[src/rtl/sewa_pkg.sv]
package sewa_pkg;

  typedef enum logic [1:0] {
    ST_IDLE   = 2'd0,
    ST_WINDOW = 2'd1,
    ST_ERASE  = 2'd2
  } sewa_state_e;

  // Window length in clock cycles: MHz times microseconds.
  function automatic int window_cycles(input int clk_mhz, input int win_us);
    return clk_mhz * win_us;
  endfunction

  // Counter width able to hold the value n.
  function automatic int count_width(input int n);
    return (n < 2) ? 1 : $clog2(n + 1);
  endfunction

endpackage

[src/rtl/sewa_timer.sv]
module sewa_timer #(
  parameter int WIN_CYCLES = 8000,
  parameter int CW         = 13
) (
  input  logic clk,
  input  logic rst_n,
  input  logic load,
  input  logic run,
  output logic expire
);
  localparam logic [CW-1:0] LOAD_V = CW'(WIN_CYCLES);
  localparam logic [CW-1:0] ONE_V  = CW'(1);

  logic [CW-1:0] cnt_q;

  always_ff @(posedge clk) begin
    if (!rst_n)                      cnt_q <= '0;
    else if (load)                   cnt_q <= LOAD_V;
    else if (run && cnt_q != '0)     cnt_q <= cnt_q - ONE_V;
  end

  assign expire = run && !load && (cnt_q == ONE_V);
endmodule

[src/rtl/sewa_mask.sv]
module sewa_mask #(
  parameter int N_SECTORS = 8,
  parameter int SEC_W     = 3
) (
  input  logic                 clk,
  input  logic                 rst_n,
  input  logic                 clr,
  input  logic                 set,
  input  logic [SEC_W-1:0]     idx,
  output logic [N_SECTORS-1:0] mask
);
  for (genvar i = 0; i < N_SECTORS; i++) begin : g_bit
    always_ff @(posedge clk) begin
      if (!rst_n)                               mask[i] <= 1'b0;
      else if (clr)                             mask[i] <= 1'b0;
      else if (set && idx == SEC_W'(i))         mask[i] <= 1'b1;
    end
  end
endmodule

[src/rtl/sewa_ctrl.sv]
module sewa_ctrl
  import sewa_pkg::*;
(
  input  logic clk,
  input  logic rst_n,
  input  logic se_cmd,
  input  logic other_cmd,
  input  logic wr_strobe,
  input  logic erase_done,
  input  logic expire,
  output logic ev_accept,
  output logic ev_add,
  output logic ev_restart,
  output logic ev_abort,
  output logic ev_launch,
  output logic timer_load,
  output logic timer_run,
  output logic mask_set,
  output logic mask_clr,
  output logic window_open,
  output logic erase_active,
  output logic erase_start,
  output logic abort
);
  sewa_state_e state_q, state_d;

  logic in_idle, in_window, in_erase;
  assign in_idle   = (state_q == ST_IDLE);
  assign in_window = (state_q == ST_WINDOW);
  assign in_erase  = (state_q == ST_ERASE);

  // Named events, brought out for the checker.
  assign ev_accept  = in_idle && se_cmd;
  assign ev_abort   = in_window && other_cmd;
  assign ev_add     = in_window && se_cmd && !other_cmd;
  assign ev_restart = in_window && wr_strobe && !other_cmd;
  assign ev_launch  = expire && !ev_abort;

  assign timer_load = ev_accept || ev_add || ev_restart;
  assign timer_run  = in_window;
  assign mask_set   = ev_accept || ev_add;
  assign mask_clr   = ev_abort || (in_erase && erase_done);

  always_comb begin
    state_d = state_q;
    unique case (state_q)
      ST_IDLE:   if (se_cmd) state_d = ST_WINDOW;
      ST_WINDOW: begin
        if (ev_abort)       state_d = ST_IDLE;
        else if (ev_launch) state_d = ST_ERASE;
      end
      ST_ERASE:  if (erase_done) state_d = ST_IDLE;
      default:   state_d = ST_IDLE;
    endcase
  end

  always_ff @(posedge clk) begin
    if (!rst_n) begin
      state_q     <= ST_IDLE;
      erase_start <= 1'b0;
      abort       <= 1'b0;
    end else begin
      state_q     <= state_d;
      erase_start <= ev_launch;
      abort       <= ev_abort;
    end
  end

  assign window_open  = in_window;
  assign erase_active = in_erase;
endmodule

[src/rtl/sector_erase_window.sv]
module sector_erase_window
  import sewa_pkg::*;
#(
  parameter int N_SECTORS = 8,
  parameter int CLK_MHZ   = 100,
  parameter int WIN_US    = 80,
  parameter int SEC_W     = $clog2(N_SECTORS)
) (
  input  logic                 clk,
  input  logic                 rst_n,
  input  logic                 se_cmd,
  input  logic [SEC_W-1:0]     se_sector,
  input  logic                 other_cmd,
  input  logic                 wr_strobe,
  input  logic                 erase_done,
  output logic [N_SECTORS-1:0] sector_mask,
  output logic                 erase_start,
  output logic                 window_open,
  output logic                 erase_active,
  output logic                 abort
);
  localparam int WIN_CYCLES = window_cycles(CLK_MHZ, WIN_US);
  localparam int CW         = count_width(WIN_CYCLES);

  logic ev_accept, ev_add, ev_restart, ev_abort, ev_launch;
  logic timer_load, timer_run, expire, mask_set, mask_clr;

  sewa_ctrl u_ctrl (
    .clk         (clk),
    .rst_n       (rst_n),
    .se_cmd      (se_cmd),
    .other_cmd   (other_cmd),
    .wr_strobe   (wr_strobe),
    .erase_done  (erase_done),
    .expire      (expire),
    .ev_accept   (ev_accept),
    .ev_add      (ev_add),
    .ev_restart  (ev_restart),
    .ev_abort    (ev_abort),
    .ev_launch   (ev_launch),
    .timer_load  (timer_load),
    .timer_run   (timer_run),
    .mask_set    (mask_set),
    .mask_clr    (mask_clr),
    .window_open (window_open),
    .erase_active(erase_active),
    .erase_start (erase_start),
    .abort       (abort)
  );

  sewa_timer #(.WIN_CYCLES(WIN_CYCLES), .CW(CW)) u_timer (
    .clk   (clk),
    .rst_n (rst_n),
    .load  (timer_load),
    .run   (timer_run),
    .expire(expire)
  );

  sewa_mask #(.N_SECTORS(N_SECTORS), .SEC_W(SEC_W)) u_mask (
    .clk  (clk),
    .rst_n(rst_n),
    .clr  (mask_clr),
    .set  (mask_set),
    .idx  (se_sector),
    .mask (sector_mask)
  );
endmodule

[config.mk]
export PLATFORM = sky130hd
export DESIGN_NAME = sector_erase_window
export DESIGN_NICKNAME = d
export VERILOG_FILES = /design/src/rtl/sewa_pkg.sv /design/src/rtl/sewa_timer.sv /design/src/rtl/sewa_mask.sv /design/src/rtl/sewa_ctrl.sv /design/src/rtl/sector_erase_window.sv
export SDC_FILE = /design/constraint.sdc
export NUM_CORES = 1
export LEC_CHECK = 0
export BUFFER_PORTS_ARGS = -buffer_cell sky130_fd_sc_hd__buf_4
export CAP_MARGIN = 20
export CELL_PAD_IN_SITES_DETAIL_PLACEMENT = 1
export CELL_PAD_IN_SITES_GLOBAL_PLACEMENT = 1
export CORE_UTILIZATION = 47
export CTS_BUF_LIST = sky130_fd_sc_hd__clkbuf_2 sky130_fd_sc_hd__clkbuf_4 sky130_fd_sc_hd__clkbuf_8
export DETAILED_ROUTE_END_ITERATION = 16
export PLACE_DENSITY = 0.88
export SLEW_MARGIN = 30
export SYNTH_ARGS = -nofsm -noshare
export SYNTH_HDL_FRONTEND = slang
export SYNTH_HIERARCHICAL = 1
export SYNTH_SLANG_ARGS = --single-unit
[constraint.sdc]
create_clock -name clk -period 7 [get_ports clk]
set_clock_uncertainty 0.1 [all_clocks]
set_input_delay 1.05 -clock clk [delete_from_list [all_inputs] [get_ports clk]]
set_output_delay 1.05 -clock clk [all_outputs]
set_load 0.02 [all_outputs]
### Yosys cells after proc, flatten, opt, wreduce, memory -nomap -nowiden

Cells that the tools add are included.

* output and inout bits: 12
* bits in registers: 25
* bits of input ports: 9
* word-level logic and storage cells: 67

* equal/unequal tests: 13
* reductions and logical operators: 32
* mux-type cells: 7
* add/sub/neg operators: 1
* bitwise operators: 1

Operator list (number)
* $mux 13: 2
* $logic_and 1x1->1: 19
* $eq 13x1->1 const B: 1
* $reduce_bool 13->1: 1
* $sub 13x1->13 const B: 1
* $eq 3x3->1 const B: 4
* $mux 2: 4
* $eq 3x2->1 const B: 2
* $pmux 2 s3: 1
* $ne 2x2->1 const B: 2
* $reduce_or 2->1: 2
* $eq 3x1->1 const B: 1
* $logic_not 1->1: 3
* $logic_not 3->1: 1
* $logic_or 1x1->1: 3
* $ne 3x2->1 const B: 1
* $reduce_and 3->1: 1
* $eq 2x1->1 const B: 1
* $eq 2x2->1 const B: 1
* $logic_not 2->1: 1
* $reduce_bool 2->1: 1
* $not 1->1: 1

### Longest topological paths before layout

Gate-level depths: netlist (run 1).

* depth in word-level cells: 12
* gate-level depth with buffers: 9
* depth with buffers taken out: 7

### Cells and area by module

Netlist (run 1), hierarchy kept.

Modules (own cells, without submodules)
* sewa_timer: cells an instance 87, area an instance 755.7 µm², times used 1, sequential area each 260.2 µm²
* sewa_mask: cells an instance 33, area an instance 314.1 µm², times used 1, sequential area each 160.2 µm²
* sewa_ctrl: cells an instance 28, area an instance 249.0 µm², times used 1, sequential area each 80.1 µm²

### Worst setup path before layout (run 1)

No wires, ideal clock.

* path kind: input port to flip-flop
* start point: input wr_strobe
* end point: register u_ctrl.state_q[0]
* path slack: 4.585 ns
* arrival time: 2.249 ns
* library setup time: 0.066 ns
* stages: 8
* path buffers: 1
* data required time: 6.834 ns
* cells stage by stage: a21oi_1 a211oi_1 clkbuf_1 nor2_1 nand3_1 nor4_1 or3b_1 a21oi_2

* word-level cells in the longest chain between the ends: 9

Ends and longest elaborated chain
* start, declared: RTL line sector_erase_window.sv:14 `input logic wr_strobe,`
* $logic_and 1x1->1 (2 in series): RTL line sewa_ctrl.sv:36 `assign ev_restart = in_window && wr_strobe && !other_cmd;`
* $logic_or 1x1->1: RTL line sewa_ctrl.sv:39 `assign timer_load = ev_accept || ev_add || ev_restart;`
* named net timer_load: RTL line sector_erase_window.sv:26 `logic timer_load, timer_run, expire, mask_set, mask_clr;`
* $logic_not 1->1: RTL line sewa_timer.sv:22 `assign expire = run && !load && (cnt_q == ONE_V);`
* $logic_and 1x1->1 (2 in series): RTL line sewa_timer.sv:22
* named net expire: RTL line sector_erase_window.sv:26
* $logic_and 1x1->1: RTL line sewa_ctrl.sv:37 `assign ev_launch = expire && !ev_abort;`
* $ne 3x2->1 (no source line)
* $reduce_and 3->1 (no source line)
* end signal, assigned: RTL line sewa_ctrl.sv:63 `state_q <= state_d;`
* end, declared: RTL line sewa_ctrl.sv:25 `sewa_state_e state_q, state_d;`

The timed path passes the listed nets, and every way through them passes these cells.
A chain may end at the register's enable or synchronous reset.

### Final worst setup path (run 1)

* start point: register u_ctrl.state_q[0]
* end point: register u_timer.cnt_q[7]

* word-level cells in the longest chain between the ends: 6
* elaborated cells between the ends (all ways): 11
* those cells by class: eq/ne: 1; reduce/logical: 10

Ends and longest elaborated chain
* $eq 2x1->1: RTL line sewa_ctrl.sv:29 `assign in_window = (state_q == ST_WINDOW);`
* $logic_and 1x1->1 (2 in series): RTL line sewa_ctrl.sv:35 `assign ev_add = in_window && se_cmd && !other_cmd;`
* $logic_or 1x1->1 (2 in series): RTL line sewa_ctrl.sv:39
* $reduce_or 2->1 (no source line)
* end signal, assigned: RTL line sewa_timer.sv:19 `else if (run && cnt_q != '0) cnt_q <= cnt_q - ONE_V;`
* end, declared: RTL line sewa_timer.sv:14 `logic [CW-1:0] cnt_q;`

Parallel ways exist; a longest one is shown, timed or not.

==> key figures, run 1 <==
Status
  – Status: complete, no violations

Power and ir drop
  – Pleak: 0.000565 uW
  – Pwr Density: 196 nW/um^2
  – Total power: 291 uW
  – Peak supply drop: 0.127 mV

Floorplan
  – Row cnt: 18
  – Total core area: 2540 um^2
  – Die Height: 54.4 um
  – Die footprint: 2960 um^2
  – Initial core utilization: 0.506
  – Die Wd: 54.4 um
  – Top Ports: 21

Place
  – Port bufs: 20
  – Gp weighted congestion: 0.752
  – Dpl ws: 3.98 ns
  – DPL Wire Length: 2.38 mm
  – Area after DPL: 1450 um^2

Clock network
  – Max clock buf depth: 2
  – Clock root buffer: clkbuf_4
  – CTS tree: built
  – Total number of H-tree levels: 1
  – Post_cts resized: 0
  – Hold-fix buffers, CTS: 0
  – Post CTS Setup Buffer Count: 0
  – TritonCTS buffer count: 3
  – Clock slew at reported path FFs: 0.14 ns
  – Clk sinks: 25
  – Clk Latency, worst-skew pair: 0.32 ns

Timing
  – Fmax: 0.386 GHz
  – RSZ-0062 raised after global routing: false
  – Final Max Tran Viols: 0
  – Setup TNS: 0 ns
  – Slack of the critical path: 4.41 ns
  – Worst-margin pin slew: 0.620 ns
  – Slew HR: 0.587
  – Min Tclk post-route: 2.59 ns
  – Final Hold Fails: 0
  – Period utilization: 0.370
  – # setup viols final: 0

Setup path
  – Worst Path Max Fanout: 10
  – Kind of start point of the critical path: flip-flop
  – Setup CP Type: reg -> reg
  – R2R Setup Slk: 4.41 ns
  – CP Data Required Time: 7.16 ns
  – CP Capture Type: flip-flop
  – WP data arrival: 2.75 ns

Logic synthesis
  – Post-Synthesis Cells: 144
  – Synth warn: 6
  – Synthesized net count: 156
  – Synth Cell Area: 1290 um^2
  – Synthesized area per cell: 8.95 um^2

Final layout
  – Area grow syn2layout: 15.1%
  – Antenna cells: 0
  – Post-layout util: 0.583
  – Design area: 1480 um^2
  – Fin nets: 175
  – Share of post-route cells with drive strength above 1: 0.198

Global route
  – Antenna violations before repair: 0
  – First-pass GRT wire length: 5.25 mm
  – Largest net degree at the start of global routing: 14
  – Grt total ovfl: 0
  – Tot GR Track Use: 0.255
  – Vias in the first global route: 1078

Min path
  – Hold/Removal Path Class: reg -> reg

Detailed routing
  – Routed WL: 3.25 mm
  – DRT iter0 DRCs: 13
  – Router iterations before antenna repair: 4
  – DR WL/cell: 16.9 um
  – Post-route DRC: 0
  – Post-route ant nets: 0
  – Number of vias per cell: 5.89
  – Via Count: 1130

Flow run
  – Max-cap violations: 0
==> flip-flops by register name (all words and copies together), names as in the netlist <==
signal,cells
u_timer/cnt_q,13
u_ctrl/abort,1
u_ctrl/erase_start,1
u_ctrl/state_q,2
u_mask/mask,8
==> where the power goes <==
part           leakage, uW  internal (uW)  total [uW]  switching (uW)
clock            0.0000184           26.2        71.0            44.8
sequential        0.000205            150         159            9.07
combinational     0.000342           25.6        61.4            35.8
total             0.000565            202         291            89.7
==> routing by layer <==
layer | GRT usage | vias up | wire length (um)
met2 | 0.419 | 15 | 1620
met1 | 0.339 | 542 | 1530
li1 | - | 569 | -
met4 | 0.103 | 0 | 51
met5 | 0 | - | 0
met3 | 0.0250 | 4 | 51
==> stage by stage <==
step / instances / hold slack [ns]
2_1_floorplan: 144 / 0.363
3_3_place_gp: 188 / 0.336
3_5_place_dp: 188 / 0.347
4_1_cts: 192 / 0.368
5_1_grt: 192 / 0.386
6_report: 192 / 0.365
==> placed cells by master, fill, tap and decap left out, types with 4 or more instances in the layout <==
| cell | count |
|---|---|
| a21oi_1 | 17 |
| buf_4 | 20 |
| clkbuf_4 | 4 |
| dfxtp_1 | 25 |
| inv_1 | 12 |
| nand2b_1 | 6 |
| nor2_1 | 6 |
| nor4_1 | 7 |
| o31a_1 | 4 |
| or3_1 | 4 |
| or4_1 | 4 |
==> final cells by class <==
cell class / instances / area (um^2)
multi-input combinational: 101 / 721
fill: 313 / 1060
sequential: 25 / 500
inverter: 12 / 45.0
tap: 30 / 37.5
timing repair buffer: 20 / 150
clock buffer: 4 / 30.0
==> final timing paths <==
path | from | end | depth (start not counted)
worst max register to register | u_ctrl/state_q[0] | u_timer/cnt_q[7] | 5
worst min-delay path | u_mask/mask[0] | u_mask/mask[0] | 2
worst min register to register | u_mask/mask[0] | u_mask/mask[0] | 2
worst max-delay path | u_ctrl/state_q[0] | u_timer/cnt_q[7] | 5
==> critical path: stages (launching register included) <==
cell and delay, ns:
dfxtp_1 0.52, and2b_1 0.34, or3b_1 0.47, or4_4 0.47, or4b_1 0.48, a21oi_1 0.16
(Power assumes the default switching activity.)
==> run 2: changes to the inputs <==
--- a/config.mk
+++ b/config.mk
@@ -5,14 +5,15 @@
 export SDC_FILE = /design/constraint.sdc
 export NUM_CORES = 1
 export LEC_CHECK = 0
+export ABC_AREA = 1
 export BUFFER_PORTS_ARGS = -buffer_cell sky130_fd_sc_hd__buf_4
 export CAP_MARGIN = 20
 export CELL_PAD_IN_SITES_DETAIL_PLACEMENT = 1
 export CELL_PAD_IN_SITES_GLOBAL_PLACEMENT = 1
-export CORE_UTILIZATION = 47
+export CORE_UTILIZATION = 41
 export CTS_BUF_LIST = sky130_fd_sc_hd__clkbuf_2 sky130_fd_sc_hd__clkbuf_4 sky130_fd_sc_hd__clkbuf_8
 export DETAILED_ROUTE_END_ITERATION = 16
-export PLACE_DENSITY = 0.88
+export PLACE_DENSITY = 0.83
 export SLEW_MARGIN = 30
 export SYNTH_ARGS = -nofsm -noshare
 export SYNTH_HDL_FRONTEND = slang
==> constraint.sdc (replaced) <==
create_clock -name clk -period 2.65 [get_ports clk]
set_clock_uncertainty 0.1 [all_clocks]
set_input_delay 0.3975 -clock clk [delete_from_list [all_inputs] [get_ports clk]]
set_output_delay 0.3975 -clock clk [all_outputs]
set_load 0.02 [all_outputs]
==> run 2 against run 1 <==
Compared with the run above: fmax rose by 28%; register-to-register slack got worse by 3.8 ns; first-iteration DRC count rose to 2.5 times the previous value; critical path depth rose by 8; synthesized cell count rose by 56%; largest cell class unchanged; largest power group unchanged; sequential cell count did not move; core utilization fell by 8.5 points; die area rose by 28%; synthesized area rose by 13%; sequential power rose to 2.8 times the previous value.
==> key figures, run 2 <==
Detailed routing
  – Via Count: 1395 (was 1130)
  – Number of vias per cell: 4.78 (was 5.89)
  – Router iterations before antenna repair: 4 (unchanged)
  – Post-route ant nets: 0 (unchanged)
  – DR WL/cell: 11.8 um (was 16.9 um)
  – DRT iter0 DRCs: 33 (was 13)
  – Routed WL: 3.46 mm (was 3.25 mm)
  – Post-route DRC: 0 (unchanged)

Setup path
  – CP Capture Type: flip-flop (unchanged)
  – Kind of start point of the critical path: flip-flop (unchanged)
  – CP max stage cell: dfxtp_1 (unchanged)
  – Worst path max stage delay: 0.43 ns (was 0.52 ns)
  – CP Data Required Time: 2.81 ns (was 7.16 ns)
  – Setup CP Type: reg -> reg (unchanged)
  – CP Cell Sequence: inv_2 > nand2_2 > nor2_2 > nand2_2 > nand2_2 > or2_1 > clkinv_1 > nand4_1 > nor4_1 > inv_1 > nand2_1 > nand2_1 > a21oi_1 (was and2b_1 > or3b_1 > or4_4 > or4b_1 > a21oi_1)
  – Worst path most repeated cell: nand2_2
  – Number of cells on the worst reg-to-reg path: 13 (was 5)
  – Worst Path Max Fanout: 10 (unchanged)
  – WP data arrival: 2.19 ns (was 2.75 ns)

Global route
  – Largest net degree at the start of global routing: 14 (unchanged)
  – Tot GR Track Use: 0.213 (was 0.255)
  – Vias in the first global route: 1368 (was 1078)
  – Grt total ovfl: 0 (unchanged)
  – First-pass GRT wire length: 5.94 mm (was 5.25 mm)
  – Antenna violations before repair: 0 (unchanged)

Floorplan
  – Total core area: 3360 um^2 (was 2540 um^2)
  – Top Ports: 21 (unchanged)
  – Initial core utilization: 0.433 (was 0.506)
  – Die footprint: 3790 um^2 (was 2960 um^2)
  – Die Wd: 61.6 um (was 54.4 um)
  – Die Height: 61.6 um (was 54.4 um)
  – Row cnt: 21 (was 18)

Power and ir drop
  – Peak supply drop: 0.257 mV (was 0.127 mV)
  – Pleak: 0.000837 uW (was 0.000565 uW)
  – Pwr Density: 594 nW/um^2 (was 196 nW/um^2)

Final layout
  – Commonest non-fill, non-tap cell in the layout: nand2_1 (was dfxtp_1)
  – Top reg by flops: u_timer/cnt_q (unchanged)
  – Share of post-route cells with drive strength above 1: 0.199 (was 0.198)
  – Post-layout util: 0.499 (was 0.583)
  – Regs by FF count: u_timer/cnt_q x13, u_mask/mask x8, u_ctrl/state_q x2 (unchanged)
  – Footprint of the multi-input gates: 739 um^2 (was 721 um^2)
  – Number of fill cells: 482 (was 313)
  – Largest register FFs: 13 (unchanged)
  – Area grow syn2layout: 15.2% (was 15.1%)
  – Reg area: 500 um^2 (unchanged)
  – Commonest non-fill, non-tap cells in the layout: nand2_1 (52), inv_1 (45), dfxtp_1 (25) (was dfxtp_1 (25), buf_4 (20), a21oi_1 (17))
  – Antenna cells: 0 (unchanged)
  – Fin nets: 259 (was 175)

Logic synthesis
  – Post-Synthesis Cells: 224 (was 144)
  – Synth Cell Area: 1460 um^2 (was 1290 um^2)
  – Synthesized net count: 236 (was 156)
  – Synthesized area per cell: 6.50 um^2 (was 8.95 um^2)
  – Synth warn: 6 (unchanged)

Status
  – Status: complete, no violations (unchanged)

Clock network
  – TritonCTS buffer count: 3 (unchanged)
  – Post CTS Setup Buffer Count: 0 (unchanged)
  – Hold-fix buffers, CTS: 0 (unchanged)
  – Clock root buffer: clkbuf_4 (unchanged)
  – Clk sinks: 25 (unchanged)
  – Post_cts resized: 0 (unchanged)
  – Clk Latency, worst-skew pair: 0.33 ns (was 0.32 ns)
  – Max clock buf depth: 2 (unchanged)
  – Clock slew at reported path FFs: 0.15 ns (was 0.14 ns)
  – CTS tree: built (unchanged)
  – Total number of H-tree levels: 1 (unchanged)

Timing
  – # setup viols final: 0 (unchanged)
  – Fmax: 0.493 GHz (was 0.386 GHz)
  – Worst-margin pin slew: 0.505 ns (was 0.620 ns)
  – Slew HR: 0.663 (was 0.587)
  – Final Hold Fails: 0 (unchanged)
  – Period utilization: 0.765 (was 0.370)
  – Final Max Tran Viols: 0 (unchanged)
  – Min Tclk post-route: 2.03 ns (was 2.59 ns)
  – RSZ-0062 raised after global routing: false (unchanged)
  – Setup TNS: 0 ns (unchanged)

Place
  – DPL Wire Length: 2.81 mm (was 2.38 mm)
  – Port bufs: 20 (unchanged)
  – Gp weighted congestion: 0.757 (was 0.752)

Min path
  – Hold/Removal Path Class: in -> reg (was reg -> reg)
  – Worst Hold Path Cells: 3 (was 2)

Flow run
  – Max-cap violations: 0 (unchanged)
[run 2: area by class of cell]
type	count	share of cell area
repair buffers	21	0.0940
well taps	46	0.0343
inverters	51	0.114
clock buffers	4	0.0179
flip-flops and latches	25	0.299
multi-input cells	145	0.441
[run 2: routing by layer]
layer | global-route usage | share of wire | vias to the layer above
li1 | - | - | 729
met1 | 0.260 | 0.46 | 645
met3 | 0.0441 | 0.027 | 2
met5 | 0 | 0 | -
met4 | 0.0413 | 0.0043 | 0
met2 | 0.386 | 0.51 | 19
[run 2: final timing paths]
path,startpoint,endpoint,slack (ns)
worst max-delay path,u_ctrl/state_q[1],u_ctrl/state_q[1],0.62
worst min-delay path,rst_n,u_timer/cnt_q[8],0.23
worst max register to register,u_ctrl/state_q[1],u_ctrl/state_q[1],0.62
worst min register to register,u_mask/mask[6],u_mask/mask[6],0.36
[run 2: where the power goes]
part	leakage [uW]	switching, uW	total (uW)	internal, uW
clock network	0.0000184	120	189	69.2
registers	0.000204	30.5	438	407
logic	0.000615	242	369	127
[run 2: worst max-delay path: cells and delay by family (launching register included)]
family	cells	cell delay, ns
AO/OA/AOI/OAI	1	0.10
flip-flops	1	0.43
buffers and inverters	3	0.31
AND/OR/NAND/NOR	9	1.03
[run 2: through the flow]
step           worst slack (ns)  hold WS, ns  cells  power [uW]  instance area [um^2]
2_1_floorplan             0.905        0.341    224         725                  1460
3_3_place_gp              0.704        0.339    288         805                  1650
3_5_place_dp              0.625        0.346    288         818                  1650
4_1_cts                   0.599        0.223    292        1010                  1680
5_1_grt                   0.379        0.232    292        1080                  1680
6_report                  0.623        0.231    292         996                  1680
